**config.mk**
```make
export PLATFORM = sky130hd
export DESIGN_NAME = tape_cmd_status
export DESIGN_NICKNAME = d
export VERILOG_FILES = /design/src/rtl/tape_cs_pkg.sv /design/src/rtl/tape_cmd_decode.sv /design/src/rtl/tape_drive_slot.sv /design/src/rtl/tape_status_merge.sv /design/src/rtl/tape_cmd_status.sv
export SDC_FILE = /design/constraint.sdc
export NUM_CORES = 1
export LEC_CHECK = 0
export BUFFER_PORTS_ARGS = -buffer_cell sky130_fd_sc_hd__buf_2
export CORE_ASPECT_RATIO = 0.6
export CORE_UTILIZATION = 35
export CTS_BUF_LIST = sky130_fd_sc_hd__clkbuf_16
export CTS_CLUSTER_DIAMETER = 100
export DETAILED_ROUTE_END_ITERATION = 12
export SYNTH_ARGS = -nofsm -noshare
export SYNTH_HDL_FRONTEND = slang
export SYNTH_SLANG_ARGS = --single-unit
```
**constraint.sdc**
```tcl
create_clock -name clk -period 7.6 [get_ports clk]
set_clock_uncertainty 0.2 [all_clocks]
set_input_delay 0 -clock clk [delete_from_list [all_inputs] [get_ports clk]]
set_output_delay 0 -clock clk [all_outputs]
set_load 0.03 [all_outputs]
```
**src/rtl/tape_cs_pkg.sv**
```systemverilog
package tape_cs_pkg;

   localparam int DST_W  = 7;
   localparam int UNIT_W = 3;
   localparam int CODE_W = 5;

   typedef struct packed {
      logic rew;
      logic eot;
      logic eof;
      logic bot;
      logic wlk;
      logic rdy;
      logic pem;
   } drv_stat_t;

   localparam logic [CODE_W-1:0] OP_REWIND = 5'o01;
   localparam logic [CODE_W-1:0] OP_UNLOAD = 5'o21;

   // upper word bit positions
   localparam int HI_ERR = 15;
   localparam int HI_ILL = 12;
   localparam int HI_CHG = 3;

   localparam logic [15:0] HI_SUM_MASK  = 16'h57A2;
   localparam logic [15:0] HI_DYN_MASK  = 16'h2385;
   localparam logic [15:0] HI_ONE_MASK  = 16'h0840;
   localparam logic [15:0] HI_ZERO_MASK = 16'h0010;
   localparam logic [15:0] LO_SUM_MASK  = 16'h2874;
   localparam logic [15:0] LO_DYN_MASK  = 16'h0001;
   localparam logic [15:0] LO_ZERO_MASK = 16'h1000;

   function automatic logic mon_differs(drv_stat_t a, drv_stat_t b);
      return (a.rew ^ b.rew) | (a.bot ^ b.bot) | (a.wlk ^ b.wlk) |
             (a.rdy ^ b.rdy) | (a.pem ^ b.pem);
   endfunction

   function automatic drv_stat_t strip_position(drv_stat_t s);
      drv_stat_t r;
      r     = s;
      r.bot = 1'b0;
      r.eof = 1'b0;
      r.eot = 1'b0;
      r.rdy = 1'b0;
      return r;
   endfunction

endpackage

```
**src/rtl/tape_cmd_decode.sv**
```systemverilog
module tape_cmd_decode
   import tape_cs_pkg::*;
#(
   parameter int CW = 16
) (
   input  logic [CW-1:0]     cmd,
   output logic [UNIT_W-1:0] unit,
   output logic [CODE_W-1:0] code,
   output logic              is_rewind,
   output logic              is_motion
);

   if (CW < 8) begin : g_bad_cw
      $error("command word must be at least 8 bits");
   end

   logic unused_bits;
   assign unused_bits = ^{cmd[CW-1:8], cmd[6]};

   assign unit      = cmd[UNIT_W-1:0];
   assign code      = {cmd[7], 1'b0, cmd[5:3]};
   assign is_rewind = (code == OP_REWIND) || (code == OP_UNLOAD);
   // the two mode codes do not move tape
   assign is_motion = !((code[2:0] == 3'd2) || (code[4] && (code[2:1] != 2'b00)));

endmodule

```
**src/rtl/tape_drive_slot.sv**
```systemverilog
module tape_drive_slot
   import tape_cs_pkg::*;
#(
   parameter logic [DST_W-1:0] ATTACH_STAT = 7'b0001011
) (
   input  logic      clk,
   input  logic      rst_n,
   input  logic      online,
   input  logic      upd_en,
   input  drv_stat_t upd_val,
   input  logic      set_active,
   input  logic      clr_active,
   input  logic      force_ready,
   output drv_stat_t stat_o,
   output logic      changed_o
);

   drv_stat_t st_q, st_nxt;
   logic      active_q, was_online_q;

   always_comb begin
      st_nxt = st_q;
      if (force_ready && active_q && !st_q.rew) st_nxt.rdy = 1'b1;
      else if (upd_en)                           st_nxt = upd_val;
      if (!online)            st_nxt = '0;
      else if (!was_online_q) st_nxt = drv_stat_t'(ATTACH_STAT);
   end

   assign changed_o = mon_differs(st_q, st_nxt);
   assign stat_o    = st_q;

   always_ff @(posedge clk or negedge rst_n) begin
      if (!rst_n) begin
         st_q         <= drv_stat_t'(ATTACH_STAT);
         active_q     <= 1'b0;
         was_online_q <= 1'b1;
      end else begin
         st_q         <= st_nxt;
         was_online_q <= online;
         if (force_ready || clr_active) active_q <= 1'b0;
         else if (set_active)           active_q <= 1'b1;
      end
   end

   // a drive that was offline holds zero status
   a_r10_offline_zero: assert property (@(posedge clk) disable iff (!rst_n)
      !online |=> (st_q == '0));

   // clear brings an active, non-rewinding drive back to ready
   a_r11_clear_ready: assert property (@(posedge clk) disable iff (!rst_n)
      (force_ready && active_q && !st_q.rew && online && was_online_q) |=> st_q.rdy);

endmodule

```
**src/rtl/tape_status_merge.sv**
```systemverilog
module tape_status_merge
   import tape_cs_pkg::*;
#(
   parameter int SW = 16
) (
   input  logic [SW-1:0] err_hi,
   input  logic [SW-1:0] err_lo,
   input  drv_stat_t     drv,
   output logic [SW-1:0] word_hi,
   output logic [SW-1:0] word_lo
);

   if (SW != 16) begin : g_bad_sw
      $error("status words are defined as 16 bits");
   end

   logic [15:0] drv_hi, drv_lo, base_hi, base_lo;

   always_comb begin
      drv_hi     = '0;
      drv_hi[13] = drv.rew;
      drv_hi[9]  = drv.eot;
      drv_hi[8]  = drv.eof;
      drv_hi[7]  = drv.bot;
      drv_hi[2]  = drv.wlk;
      drv_hi[0]  = drv.rdy;
      drv_lo     = '0;
      drv_lo[0]  = drv.pem;

      base_hi = (err_hi & ~(HI_DYN_MASK | HI_ZERO_MASK | 16'h8000)) | drv_hi | HI_ONE_MASK;
      base_lo = (err_lo & ~(LO_DYN_MASK | LO_ZERO_MASK | 16'h8000)) | drv_lo;

      word_hi         = base_hi;
      word_hi[HI_ERR] = |(base_hi & HI_SUM_MASK);
      word_lo         = base_lo;
      word_lo[15]     = |(base_lo & LO_SUM_MASK);
   end

endmodule

```
**src/rtl/tape_cmd_status.sv**
```systemverilog
module tape_cmd_status
   import tape_cs_pkg::*;
#(
   parameter int               NDRV        = 8,
   parameter int               AW          = 15,
   parameter int               DW          = 16,
   parameter logic [DST_W-1:0] ATTACH_STAT = 7'b0001011
) (
   input  logic              clk,
   input  logic              rst_n,
   input  logic [15:0]       wr_data,
   input  logic              cmd_wr,
   input  logic              addr_wr,
   input  logic              wcnt_wr,
   input  logic              start_pulse,
   input  logic              clear_pulse,
   input  logic              int_disable,
   input  logic [NDRV-1:0]   drv_online,
   input  logic              op_done,
   input  logic [2:0]        op_unit,
   input  logic [6:0]        op_stat,
   input  logic [15:0]       op_flags_hi,
   input  logic [15:0]       op_flags_lo,
   output logic [15:0]       cmd_q,
   output logic [AW-1:0]     addr_q,
   output logic [15:0]       wcnt_q,
   output logic [15:0]       stat_hi,
   output logic [15:0]       stat_lo,
   output logic              busy,
   output logic              done,
   output logic              irq
);

   localparam int MAX_DRV = 1 << UNIT_W;

   if (NDRV < 1 || NDRV > MAX_DRV) begin : g_bad_ndrv
      $error("NDRV must lie in 1..8");
   end
   if (AW < 1 || AW > DW) begin : g_bad_aw
      $error("AW must lie in 1..DW");
   end
   if (DW != 16) begin : g_bad_dw
      $error("register width is fixed at 16");
   end

   logic [UNIT_W-1:0] sel_unit;
   logic [CODE_W-1:0] sel_code;
   logic              sel_rewind, sel_motion;

   tape_cmd_decode #(.CW(16)) u_dec (
      .cmd       (cmd_q),
      .unit      (sel_unit),
      .code      (sel_code),
      .is_rewind (sel_rewind),
      .is_motion (sel_motion)
   );

   logic unused_code;
   assign unused_code = ^sel_code;

   drv_stat_t         drv_st [NDRV];
   logic [NDRV-1:0]   drv_chg;
   drv_stat_t         sel_stat, op_prev;
   logic              sel_ok, op_ok, op_rew;
   logic              start_eff, start_nr, start_rw, start_op, op_eff;
   logic              busy_q, done_q;
   logic [15:0]       err_hi_q, err_lo_q;
   logic [15:0]       err_hi_d, err_lo_d;

   always_comb begin
      sel_ok   = (int'(sel_unit) < NDRV);
      sel_stat = '0;
      op_ok    = (int'(op_unit) < NDRV);
      op_prev  = '0;
      for (int i = 0; i < NDRV; i++) begin
         if (sel_unit == UNIT_W'(i)) sel_stat = drv_st[i];
         if (op_unit  == UNIT_W'(i)) op_prev  = drv_st[i];
      end
   end

   assign op_eff    = op_done && !clear_pulse && op_ok;
   assign op_rew    = op_eff && op_prev.rew;
   assign start_eff = start_pulse && !clear_pulse && !op_done && !busy_q;
   assign start_nr  = start_eff && !(sel_ok && sel_stat.rdy);
   assign start_rw  = start_eff && sel_ok && sel_stat.rdy && sel_rewind;
   assign start_op  = start_eff && sel_ok && sel_stat.rdy && !sel_rewind;

   for (genvar gi = 0; gi < NDRV; gi++) begin : g_drv
      logic      hit_sel, hit_op, upd_en;
      drv_stat_t upd_val;

      assign hit_sel = (sel_unit == UNIT_W'(gi));
      assign hit_op  = op_eff && (op_unit == UNIT_W'(gi));
      assign upd_en  = hit_op || (hit_sel && (start_rw || (start_op && sel_motion)));

      always_comb begin
         if (hit_op)        upd_val = drv_stat_t'(op_stat);
         else if (start_rw) begin
            upd_val     = strip_position(drv_st[gi]);
            upd_val.rew = 1'b1;
         end
         else               upd_val = strip_position(drv_st[gi]);
      end

      tape_drive_slot #(.ATTACH_STAT(ATTACH_STAT)) u_slot (
         .clk         (clk),
         .rst_n       (rst_n),
         .online      (drv_online[gi]),
         .upd_en      (upd_en),
         .upd_val     (upd_val),
         .set_active  (hit_sel && start_op),
         .clr_active  (hit_op),
         .force_ready (clear_pulse),
         .stat_o      (drv_st[gi]),
         .changed_o   (drv_chg[gi])
      );
   end

   always_comb begin
      err_hi_d = err_hi_q;
      err_lo_d = err_lo_q;
      if (clear_pulse) begin
         err_hi_d = '0;
         err_lo_d = '0;
      end else begin
         if (start_op) begin
            err_hi_d = '0;
            err_lo_d = '0;
         end
         if (start_nr) err_hi_d[HI_ILL] = 1'b1;
         if (op_eff) begin
            err_hi_d = err_hi_d | op_flags_hi;
            err_lo_d = err_lo_d | op_flags_lo;
         end
         if (|drv_chg) err_hi_d[HI_CHG] = 1'b1;
      end
   end

   always_ff @(posedge clk or negedge rst_n) begin
      if (!rst_n) begin
         cmd_q    <= '0;
         addr_q   <= '0;
         wcnt_q   <= '0;
         err_hi_q <= '0;
         err_lo_q <= '0;
         busy_q   <= 1'b0;
         done_q   <= 1'b0;
      end else begin
         err_hi_q <= err_hi_d;
         err_lo_q <= err_lo_d;
         if (wcnt_wr) wcnt_q <= {wr_data[14], wr_data[14:0]};
         if (clear_pulse) begin
            cmd_q  <= '0;
            addr_q <= '0;
            busy_q <= 1'b0;
            done_q <= 1'b0;
         end else begin
            if (cmd_wr)  cmd_q  <= wr_data;
            if (addr_wr) addr_q <= wr_data[AW-1:0];
            if ((op_eff && !op_rew) || start_nr) begin
               busy_q <= 1'b0;
               done_q <= 1'b1;
            end else if (start_op) begin
               busy_q <= 1'b1;
               done_q <= 1'b0;
            end
         end
      end
   end

   tape_status_merge #(.SW(16)) u_merge (
      .err_hi  (err_hi_q),
      .err_lo  (err_lo_q),
      .drv     (sel_ok ? sel_stat : drv_stat_t'('0)),
      .word_hi (stat_hi),
      .word_lo (stat_lo)
   );

   assign busy = busy_q;
   assign done = done_q;
   assign irq  = done_q & ~int_disable;

   // start while busy leaves busy and done as they were
   a_r2_busy_ignores_start: assert property (@(posedge clk) disable iff (!rst_n)
      (busy_q && start_pulse && !clear_pulse && !op_done) |=> (busy_q && !done_q));

   // refused start ends with done and no busy
   a_r3_refused_start: assert property (@(posedge clk) disable iff (!rst_n)
      start_nr |=> (done_q && !busy_q && stat_hi[HI_ILL]));

   // rewind start leaves busy and done alone
   a_r4_rewind_no_busy: assert property (@(posedge clk) disable iff (!rst_n)
      start_rw |=> ($stable(busy_q) && $stable(done_q)));

   // busy and done are never both high
   a_r5_busy_done_excl: assert property (@(posedge clk) disable iff (!rst_n)
      !(busy_q && done_q));

   // clear empties command, busy, done and error flags
   a_r11_clear_regs: assert property (@(posedge clk) disable iff (!rst_n)
      clear_pulse |=> (cmd_q == '0 && !busy_q && !done_q && err_hi_q == '0 && err_lo_q == '0));

   // word count top bit mirrors written bit 14
   a_r12_wcount_ext: assert property (@(posedge clk) disable iff (!rst_n)
      wcnt_wr |=> (wcnt_q[15] == $past(wr_data[14])));

endmodule

```
==> impl_metrics.csv, run 1 <==
group,metric,value,unit
critical_path,worst_setup_path_end_kind,"register",
cells_and_area,finalNonFillerCells,1323,
logic_synthesis,ys.flop_type,"dfrtp_1",
drt,viasPerCell,6.03,
cts,cts_buffer_depth,2,
cells_and_area,drive_gt1_frac,0.238,
logic_synthesis,synth.area.top_cells,"dfrtp_1 34%, dfstp_2 11%, mux2i_1 5.2%",
logic_synthesis,async_reset_ff_frac,1.00,
drt,wl,34300,um
drt,dr.pass1.iters,5,
critical_path,path_delay_family,"compound AO/OA/AOI/OAI gates",
critical_path,critical_path.slowest_cell,"dfrtp_1",
cells_and_area,seqCellArea,3520,um2
logic_synthesis,ys_seq_elements,139,
logic_synthesis,post_synth.cell_area_avg,9.38,um2
global_route,first_global_vias,7557,
sta,tns,0,ns
critical_path,criticalPathCategory,"reg -> reg",
pwr,p_leak,4.38,nW
sta,fin_crit,3.98,ns
logic_synthesis,synth.distinct_cells,83,
placement,place.gp.congestion,1.03,
sta,hold_viol,0,
critical_path,critPathBufInv,2,
pwr,total_power,2.14,mW
placement,dp_hpwl,25000,um
placement,io_buffers,139,
logic_synthesis,synth_top_cell_area_share,0.341,
die,coreArea,22000,um2
logic_synthesis,synth_xor_area_frac,0.00111,
cells_and_area,final_area,10100,um2
logic_synthesis,synth.largest_area_cell,"dfrtp_1",
run_status,status,"finished clean",
drt,drt_iter0_drc,944,
sta,setup_viol,0,
cts,ctsResizeCount,0,
logic_synthesis,synth-simple-area-share,0.208,
critical_path,crit_chain,"buf_4 -> o211ai_2 -> and2_1 -> a21oi_1 -> inv_1 -> a311oi_1 -> a41oi_1",
die,die_w,195,um
global_route,grt.overflow.total,0,
sta,tightest_slew,0.933,ns
cts,cts_root_buffer,"clkbuf_16",
drt,drc,0,
logic_synthesis,syn_area,7860,um2
drt,drt-wirelength-per-cell,25.9,um
cells_and_area,final_cell_mix,"138 x buf_2, 107 x dfrtp_1, 80 x nand2_1, 78 x nor2_1, 76 x dlygate4sd3_1",
cts,cts_sinks,139,
sta,rsz0062_at_grt,"no",
placement,placed_cell_area,8740,um2
die,die_h,118,um
critical_path,critPathMaxStageDelay,0.77,ns
logic_synthesis,synth_compound_area_frac,0.217,
die,initial_core_util,0.357,
sta,fin_crit_sh,0.524,
cells_and_area,area_growth,28.8,%
logic_synthesis,yosysWarningCount,0,
die,die_area,23100,um2
logic_synthesis,ys_seq_area_frac,0.448,
cells_and_area,layout_commonest_cell,"buf_2",
die,rows,42,
global_route,grt_usage,0.301,
die,io_pins,157,
logic_synthesis,synth_edf_count,0,
drt,num_vias,7972,
pwr,power_density,211,nW/um2
critical_path,required,7.64,ns
logic_synthesis,synth_cells,838,
cells_and_area,multiInputGateArea,3960,um2
critical_path,cp.arrival,4.03,ns
logic_synthesis,synth_mux_area_frac,0.0766,
pwr,max-vdd-ir-drop,162,uV
global_route,grt_pass1_wl,50400,um
cts,htree_levels,4,
cts,cts_tree,"built",
drt,postRouteAntennaNets,0,
sta,drv_slew,0,
critical_path,critPathLaunchType,"register",
logic_synthesis,yosys.area_share.adder,0,
critical_path,cp_max_fo,20,
global_route,antenna_found_initial,1,
cts,clock_latency,0.43,ns
cells_and_area,num-nets-final,1100,
sta,fmax,251,MHz
cells_and_area,nFillCells,2162,
cells_and_area,fin_util,0.460,
placement,placed_cells,1216,
cells_and_area,diodes,0,
logic_synthesis,synth_top_family_by_area,"compound AO/OA/AOI/OAI gates",
sta,slew_headroom,0.362,
worst_hold_path,worst_hold_path_type,"in -> out",
cts,clk_pin_slew_worst_paths,0.06,ns
run,maxCapViolations,0,
global_route,grt_max_degree,72,
cts,cts_buffers,17,
-- worst register-to-register path: stages (launching register included) --
cell	delay [ns]
dfrtp_1	0.77
buf_4	0.41
o211ai_2	0.26
and2_1	0.29
a21oi_1	0.62
inv_1	0.30
a311oi_1	0.70
a41oi_1	0.25
-- cell type report --
type / instances / share of cell area
Multi-Input combinational cell: 611 / 0.392
Clock inverter: 14 / 0.0193
Inverter: 29 / 0.0108
Clock buffer: 17 / 0.0420
Sequential cell: 139 / 0.348
Tap cell: 286 / 0.0354
Timing Repair Buffer: 227 / 0.153
-- cells in the mapped netlist, drive strengths merged (17+ instances only) --
cell type,count
o21ai,28
inv,29
a31oi,17
dfstp,32
dfrtp,107
a22o,22
mux2i,41
nor2,82
clkbuf,30
buf,31
nand2,81
a21oi,54
nor3,20
-- layer usage --
layer / routed length [um] / global-route usage / vias to the layer above / share of wire
met5: 0 / 0 / - / 0
met4: 360 / 0.0463 / 0 / 0.010
met3: 5180 / 0.151 / 40 / 0.15
met2: 12600 / 0.369 / 514 / 0.37
met1: 16200 / 0.461 / 3931 / 0.47
li1: - / - / 3487 / -
-- through the flow --
stage	worst slack (ns)	hold slack, ns
finish	3.62	0.0707
global route	3.60	0.0688
CTS	3.87	0.0465
detailed placement	3.91	-0.121
global placement	3.84	-0.125
floorplan	4.88	-0.496
-- final timing paths --
path / cells after the start / endpoint / from / slack, ns
min in group asynchronous: 3 / g_drv[5].u_slot.active_q / rst_n / 0.48
worst max-delay path: 7 / err_hi_q[3] / cmd_q[0] / 3.62
worst min register to register: 1 / err_lo_q[1] / err_lo_q[1] / 0.30
max in group asynchronous: 4 / cmd_q[3] / rst_n / 5.30
worst max register to register: 7 / err_hi_q[3] / cmd_q[0] / 3.62
worst min-delay path: 3 / irq / int_disable / 0.07
-- registers in the layout (all words and copies together), names as in the netlist --
signal                     count
wcnt_q                        15
done                           1
g_drv.u_slot.stat_o           56
busy                           1
g_drv.u_slot.active_q          8
err_hi_q                       6
cmd_q                         16
addr_q                        15
g_drv.u_slot.was_online_q      8
err_lo_q                      13
-- cell families (layout without fill, tap and decap cells) --
group | after synthesis | after routing
compound gates | 238 | 238
xor+xnor | 1 | 1
buf+inv | 90 | 287
flops | 139 | 139
mux | 57 | 57
other cells | 2 | 4
simple gates | 311 | 311
-- power breakdown --
group | internal, mW | total [mW] | switching (mW)
Clock | 0.550 | 0.897 | 0.348
Combinational | 0.143 | 0.406 | 0.263
Sequential | 0.789 | 0.837 | 0.0478
Total | 1.48 | 2.14 | 0.658
-- timing repair --
action	4_1_cts	5_1_grt
buffers inserted	0	0
hold endpoints to repair	197	0
hold buffers	76	0
Note: power is estimated with default switching activity, not from simulation.
==> run 2: changes to the inputs <==
ABC_AREA = 1   (was unset)
clock period = 3.3 ns   (was 7.6 ns; I/O delays follow)
==> run 2 against run 1 <==
The flow now finishes with violations (hold timing); critical endpoint is now stat_hi[15]; wire length shrank 19%; clock power rose by 120%; die area fell by 4.8%; register-to-register slack got worse by 3.3 ns; power is 120% higher; combinational power is 120% higher; core utilization grew 3.7 points; critical path depth grew 2; first-iteration DRC count fell by 25%.
==> impl_metrics.csv, run 2 <==
group,metric,value,unit
placement,io_buffers,139,
logic_synthesis,synth_edf_count,0,
global_route,grt_pass1_wl,42600,um
drt,drt-wirelength-per-cell,18.4,um
sta,tns,0,ns
logic_synthesis,synth.distinct_cells,45,
die,initial_core_util,0.365,
pwr,combinationalPowerShare,0.187,
pwr,p_leak,5.12,nW
cells_and_area,final_cell_mix,"270 x nand2_1, 138 x buf_2, 133 x inv_1, 107 x dfrtp_1, 96 x dlygate4sd3_1",
die,die_w,191,um
sta,hold_slack,-0.0123,ns
cts,cts_sinks,139,
placement,place.gp.congestion,0.964,
cells_and_area,largest_reg_flops,56,
logic_synthesis,synth_cells,958,
logic_synthesis,async_reset_ff_frac,1.00,
cts,clk_pin_slew_worst_paths,0.06,ns
drt,viasPerCell,5.25,
logic_synthesis,synth.area.top_cells,"dfrtp_1 36%, nand2_1 14%, dfstp_2 11%",
logic_synthesis,ys.flop_type,"dfrtp_1",
critical_path,cp.arrival,3.02,ns
drt,wl,27600,um
logic_synthesis,synth_top_family_by_area,"simple AND/OR/NAND/NOR gates",
global_route,antenna_found_initial,0,
placement,dp_hpwl,20000,um
sta,drv_slew,0,
drt,drc,0,
pwr,p_seq_frac,0.396,
pwr,p_int,3.32,mW
run,maxCapViolations,0,
pwr,p_clk_frac,0.417,
sta,setup_slack,0.0830,ns
sta,fmax,311,MHz
critical_path,critPathMaxStageDelay,0.58,ns
global_route,grt_max_degree,76,
logic_synthesis,synth_mux_area_frac,0.0226,
global_route,grt.overflow.total,0,
critical_path,critical_path.slowest_cell,"a221oi_1",
critical_path,criticalPathCategory,"reg -> out",
global_route,first_global_vias,7495,
logic_synthesis,synth_most_common_cell,"nand2_1",
die,die_area,22000,um2
cells_and_area,diodes,0,
die,coreArea,20500,um2
critical_path,crit_chain,"inv_2 -> nor3_2 -> inv_1 -> o221ai_1 -> a221oi_1 -> o2111ai_1 -> nor4_1 -> nand2_1 -> buf_2",
pwr,switching_share,0.305,
critical_path,required,3.10,ns
sta,setup_viol,0,
drt,num_vias,7860,
placement,post-place-ws,0.544,ns
run_status,violations,"hold timing",
critical_path,worst_setup_path_end_kind,"output pin",
cells_and_area,num-nets-final,1287,
cts,cts_buffers,17,
run_status,status,"finished, violations left",
cts,cts_buffer_depth,2,
logic_synthesis,syn_area,7480,um2
logic_synthesis,post_synth.cell_area_avg,7.80,um2
logic_synthesis,synth_top_cell_area_share,0.358,
pwr,p_sw,1.46,mW
critical_path,critPathLaunchType,"register",
cells_and_area,fin_util,0.497,
logic_synthesis,yosys.area_share.adder,0,
sta,tightest_slew,1.08,ns
sta,fin_crit_sh,0.975,
logic_synthesis,ys_seq_elements,139,
cells_and_area,drive_gt1_frac,0.224,
logic_synthesis,synth_xor_area_frac,0.00234,
pwr,max-vdd-ir-drop,364,uV
cts,cts_root_buffer,"clkbuf_16",
die,io_pins,157,
global_route,grt_usage,0.262,
die,rows,40,
pwr,power_density,470,nW/um2
critical_path,critPathBufInv,3,
logic_synthesis,synthTopCellsByCount,"270 x nand2_1, 133 x inv_1, 107 x dfrtp_1",
logic_synthesis,ys_seq_area_frac,0.471,
cts,cts_tree,"built",
sta,hold_viol,4,
die,die_h,115,um
worst_hold_path,worst_hold_path_type,"in -> async",
cells_and_area,area_growth,36.1,%
logic_synthesis,synth_compound_area_frac,0.120,
placement,placed_cell_area,8600,um2
cts,clock_latency,0.43,ns
cells_and_area,final_area,10200,um2
drt,postRouteAntennaNets,0,
critical_path,path_delay_family,"compound AO/OA/AOI/OAI gates",
drt,drt_iter0_drc,708,
sta,slew_headroom,0.275,
cells_and_area,layout_commonest_cell,"nand2_1",
logic_synthesis,synth.largest_area_cell,"dfrtp_1",
logic_synthesis,yosysWarningCount,0,
sta,fin_crit,3.22,ns
cts,htree_levels,4,
sta,rsz0062_at_grt,"no",
drt,dr.pass1.iters,5,
critical_path,cp_max_fo,7,
logic_synthesis,synth-simple-area-share,0.291,
run 2: changes by cell type after synthesis, moves of 16 or more:
cell and delta:
a22o_1 -22, nand3_1 +64, nand4_1 +25, o21ai_0 +33, a21oi_1 -26, nand2_1 +190
mux2i_1 -41, inv_1 +104, a22oi_1 -16
run 2: kinds of logic (layout without fill, tap and decap cells):
logic type	after synthesis	after routing
AO/OA/AOI/OAI	143	143
XOR/XNOR	2	2
buffers and inverters	173	438
flip-flops	139	139
multiplexers	15	15
other	2	4
AND/OR/NAND/NOR	484	484
run 2: worst paths after layout:
kind / depth (start not counted) / to / slack (ns) / from
setup reg to reg: 11 / err_hi_q[12] / 0.35 / cmd_q[1]
max in group asynchronous: 3 / g_drv[3].u_slot.was_online_q / 2.04 / rst_n
min in group clk: 2 / g_drv[6].u_slot.was_online_q / 0.07 / drv_online[6]
setup / recovery: 9 / stat_hi[15] / 0.08 / cmd_q[0]
hold / removal: 2 / wcnt_q[14] / -0.01 / rst_n
hold reg to reg: 2 / addr_q[7] / 0.29 / addr_q[7]
run 2: what timing repair did:
action	in CTS	in global routing
buffers inserted	0	1
hold buffers	97	0
resized for setup	0	2
endpoints found under the setup margin	0	2
endpoints found under the hold margin	247	0
run 2: metal layers:
| layer | track usage | vias to the layer above | wire [um] |
|---|---|---|---|
| met4 | 0.0795 | 0 | 363 |
| met3 | 0.0803 | 38 | 3200 |
| met5 | 0 | - | 0 |
| li1 | - | 3663 | - |
| met1 | 0.393 | 3760 | 13200 |
| met2 | 0.355 | 399 | 10800 |
run 2: power groups by stage:
stage                     registers (mW)  logic (mW)  clock network [mW]
after floorplan                     2.02       0.347                   0
after global placement              1.92       0.762                   0
after detailed placement            1.92       0.767                   0
after CTS                           1.89       0.879                2.01
after global routing                1.90       0.964                2.09
final                               1.89       0.894                2.00
run 2: layout make-up:
type / instances / area [um2]
fillers: 1968 / 10300
flip-flops and latches: 139 / 3520
multi-input cells: 648 / 3280
repair buffers: 262 / 1890
inverters: 144 / 543
clock buffers: 17 / 425
well taps: 273 / 342
clock inverters: 15 / 174
run 2: metrics by stage:
stage,hold WS (ns),cells,total power [mW]
after global placement,-0.102,1369,2.68
after CTS,0.0183,1498,4.78
after detailed placement,-0.103,1369,2.68
after global routing,0.0552,1498,4.96
final,-0.0123,1498,4.78
after floorplan,-0.496,960,2.36
run 2: worst register-to-register path: stages (launching register included):
cell	delay, ns
dfrtp_1	0.49
inv_2	0.14
nand4_1	0.10
nand4_1	0.08
nor2_1	0.16
nand4_2	0.22
buf_4	0.23
nand3_4	0.12
buf_4	0.32
nand2_1	0.10
a31oi_1	0.18
dlygate4sd3_1	0.56
==> run 3: changes to the inputs <==
CTS_BUF_LIST = unset   (was sky130_fd_sc_hd__clkbuf_16)
==> run 3 against run 2 <==
Non-clock buffer count did not move; combinational power barely moved; critical path type unchanged; first-iteration DRC count rose by 1.7%; the run still ends with hold timing left; clock power barely moved; highest routed layer unchanged; cell count did not move; global-route usage barely moved; largest cell class unchanged.
==> impl_metrics.csv, run 3 (synthesis gave the netlist of run 2 again) <==
group,metric,value,unit
run_status,status,"finished, violations left",
run_status,violations,"hold timing",
sta,setup_viol,0,
cts,clock_latency,0.43,ns
global_route,grt_usage,0.262,
cts,cts_sinks,139,
sta,hold_slack,-0.0164,ns
cts,cts_buffers,17,
cts,htree_levels,4,
critical_path,r2r_slack,0.35,ns
critical_path,cp.arrival,3.01,ns
cells_and_area,area_growth,36.2,%
cells_and_area,num-nets-final,1287,
drt,num_vias,7877,
cts,cts_root_buffer,"clkbuf_16",
die,die_area,22000,um2
cells_and_area,layout_commonest_cell,"nand2_1",
pwr,p_leak,5.12,nW
drt,drt_iter0_drc,720,
run,maxCapViolations,0,
cells_and_area,multiInputGateArea,3280,um2
sta,tightest_slew,1.08,ns
sta,rsz0062_at_grt,"no",
critical_path,critPathLaunchType,"register",
drt,dr.pass1.iters,5,
pwr,power_density,472,nW/um2
sta,drv_slew,0,
die,coreArea,20500,um2
pwr,total_power,4.81,mW
drt,viasPerCell,5.26,
cells_and_area,seqCellArea,3520,um2
die,io_pins,157,
worst_hold_path,worst_hold_path_type,"in -> async",
critical_path,reg2reg_from,"cmd_q[1]",
placement,place.gp.congestion,0.964,
global_route,grt.overflow.total,0,
cells_and_area,drive_gt1_frac,0.224,
global_route,antenna_found_initial,0,
global_route,grt_max_degree,76,
pwr,max-vdd-ir-drop,363,uV
sta,slew_headroom,0.275,
critical_path,worst_setup_path_end_kind,"output pin",
sta,fmax,311,MHz
die,initial_core_util,0.365,
cells_and_area,final_cell_mix,"270 x nand2_1, 138 x buf_2, 133 x inv_1, 107 x dfrtp_1, 96 x dlygate4sd3_1",
critical_path,cp_max_fo,7,
critical_path,r2r_cells,11,
drt,drt-wirelength-per-cell,18.4,um
sta,setup_slack,0.0861,ns
die,die_h,115,um
die,die_w,191,um
critical_path,reg2reg_to,"err_hi_q[12]",
drt,drc,0,
placement,io_buffers,139,
critical_path,required,3.10,ns
critical_path,criticalPathCategory,"reg -> out",
sta,fin_crit,3.21,ns
die,rows,40,
drt,wl,27600,um
global_route,first_global_vias,7495,
global_route,grt_pass1_wl,42600,um
cells_and_area,largest_reg_flops,56,
placement,post-place-ws,0.544,ns
cells_and_area,fin_util,0.498,
drt,postRouteAntennaNets,0,
sta,fin_crit_sh,0.974,
cts,clk_pin_slew_worst_paths,0.06,ns
placement,dp_hpwl,20000,um
sta,hold_viol,9,
sta,tns,0,ns
cts,cts_tree,"built",
cells_and_area,nFillCells,1968,
cells_and_area,diodes,0,
cts,cts_buffer_depth,2,
-- run 3: changes by cell type in the layout (fill, tap and decap cells not counted) --
cell      before  now
clkinv_1       1    0
clkbuf_8       0    1
-- run 3: layout make-up --
type | instances | area share
multi-input combinational | 648 | 0.322
inverter | 144 | 0.0533
clock buffer | 18 | 0.0431
sequential | 139 | 0.345
clock inverter | 14 | 0.0167
tap | 273 | 0.0335
timing repair buffer | 262 | 0.186
-- run 3: timing repair --
item,CTS,global route
hold endpoints to repair,247,0
hold buffers,97,0
gates resized for setup,0,2
setup buffers,0,1
setup endpoints to repair,0,2
-- run 3: report_power, final --
| part | internal (mW) | switching [mW] |
|---|---|---|
| Sequential | 1.81 | 0.0791 |
| Combinational | 0.320 | 0.573 |
| Clock | 1.21 | 0.811 |
| Total | 3.35 | 1.46 |
-- run 3: metal layers --
layer	up-vias	global-route usage	routed length, um
li1	3661	-	-
met1	3778	0.393	13400
met2	397	0.355	10800
met3	41	0.0803	3040
met4	0	0.0795	391
met5	-	0	0
-- run 3: worst max-delay path by stage --
| stage | start | end | slack, ns | depth (start not counted) |
|---|---|---|---|---|
| 5_1_grt | cmd_q[0] | stat_hi[15] | 0.02 | 11 |
| 6_report | cmd_q[0] | stat_hi[15] | 0.09 | 9 |
| 3_3_place_gp | cmd_q[1] | err_hi_q[3] | 0.58 | 16 |
| 4_1_cts | cmd_q[0] | stat_hi[15] | 0.15 | 9 |
| 2_1_floorplan | cmd_q[0] | err_hi_q[3] | 0.72 | 17 |
| 3_5_place_dp | cmd_q[0] | err_hi_q[3] | 0.54 | 16 |
-- run 3: metrics by stage --
stage	instances	area, um2	hold slack [ns]
global placement	1369	8600	-0.102
detailed placement	1369	8600	-0.103
floorplan	960	7480	-0.496
finish	1498	10200	-0.0164
CTS	1498	10200	0.0183
global route	1498	10200	0.0552
-- run 3: worst max-delay path, stage by stage, from the launching register on --
cell and delay, ns:
dfrtp_1 0.46, inv_2 0.18, nor3_2 0.11, inv_1 0.23, o221ai_1 0.21, a221oi_1 0.59, o2111ai_1 0.30, nor4_1 0.24
nand2_1 0.07, buf_2 0.18
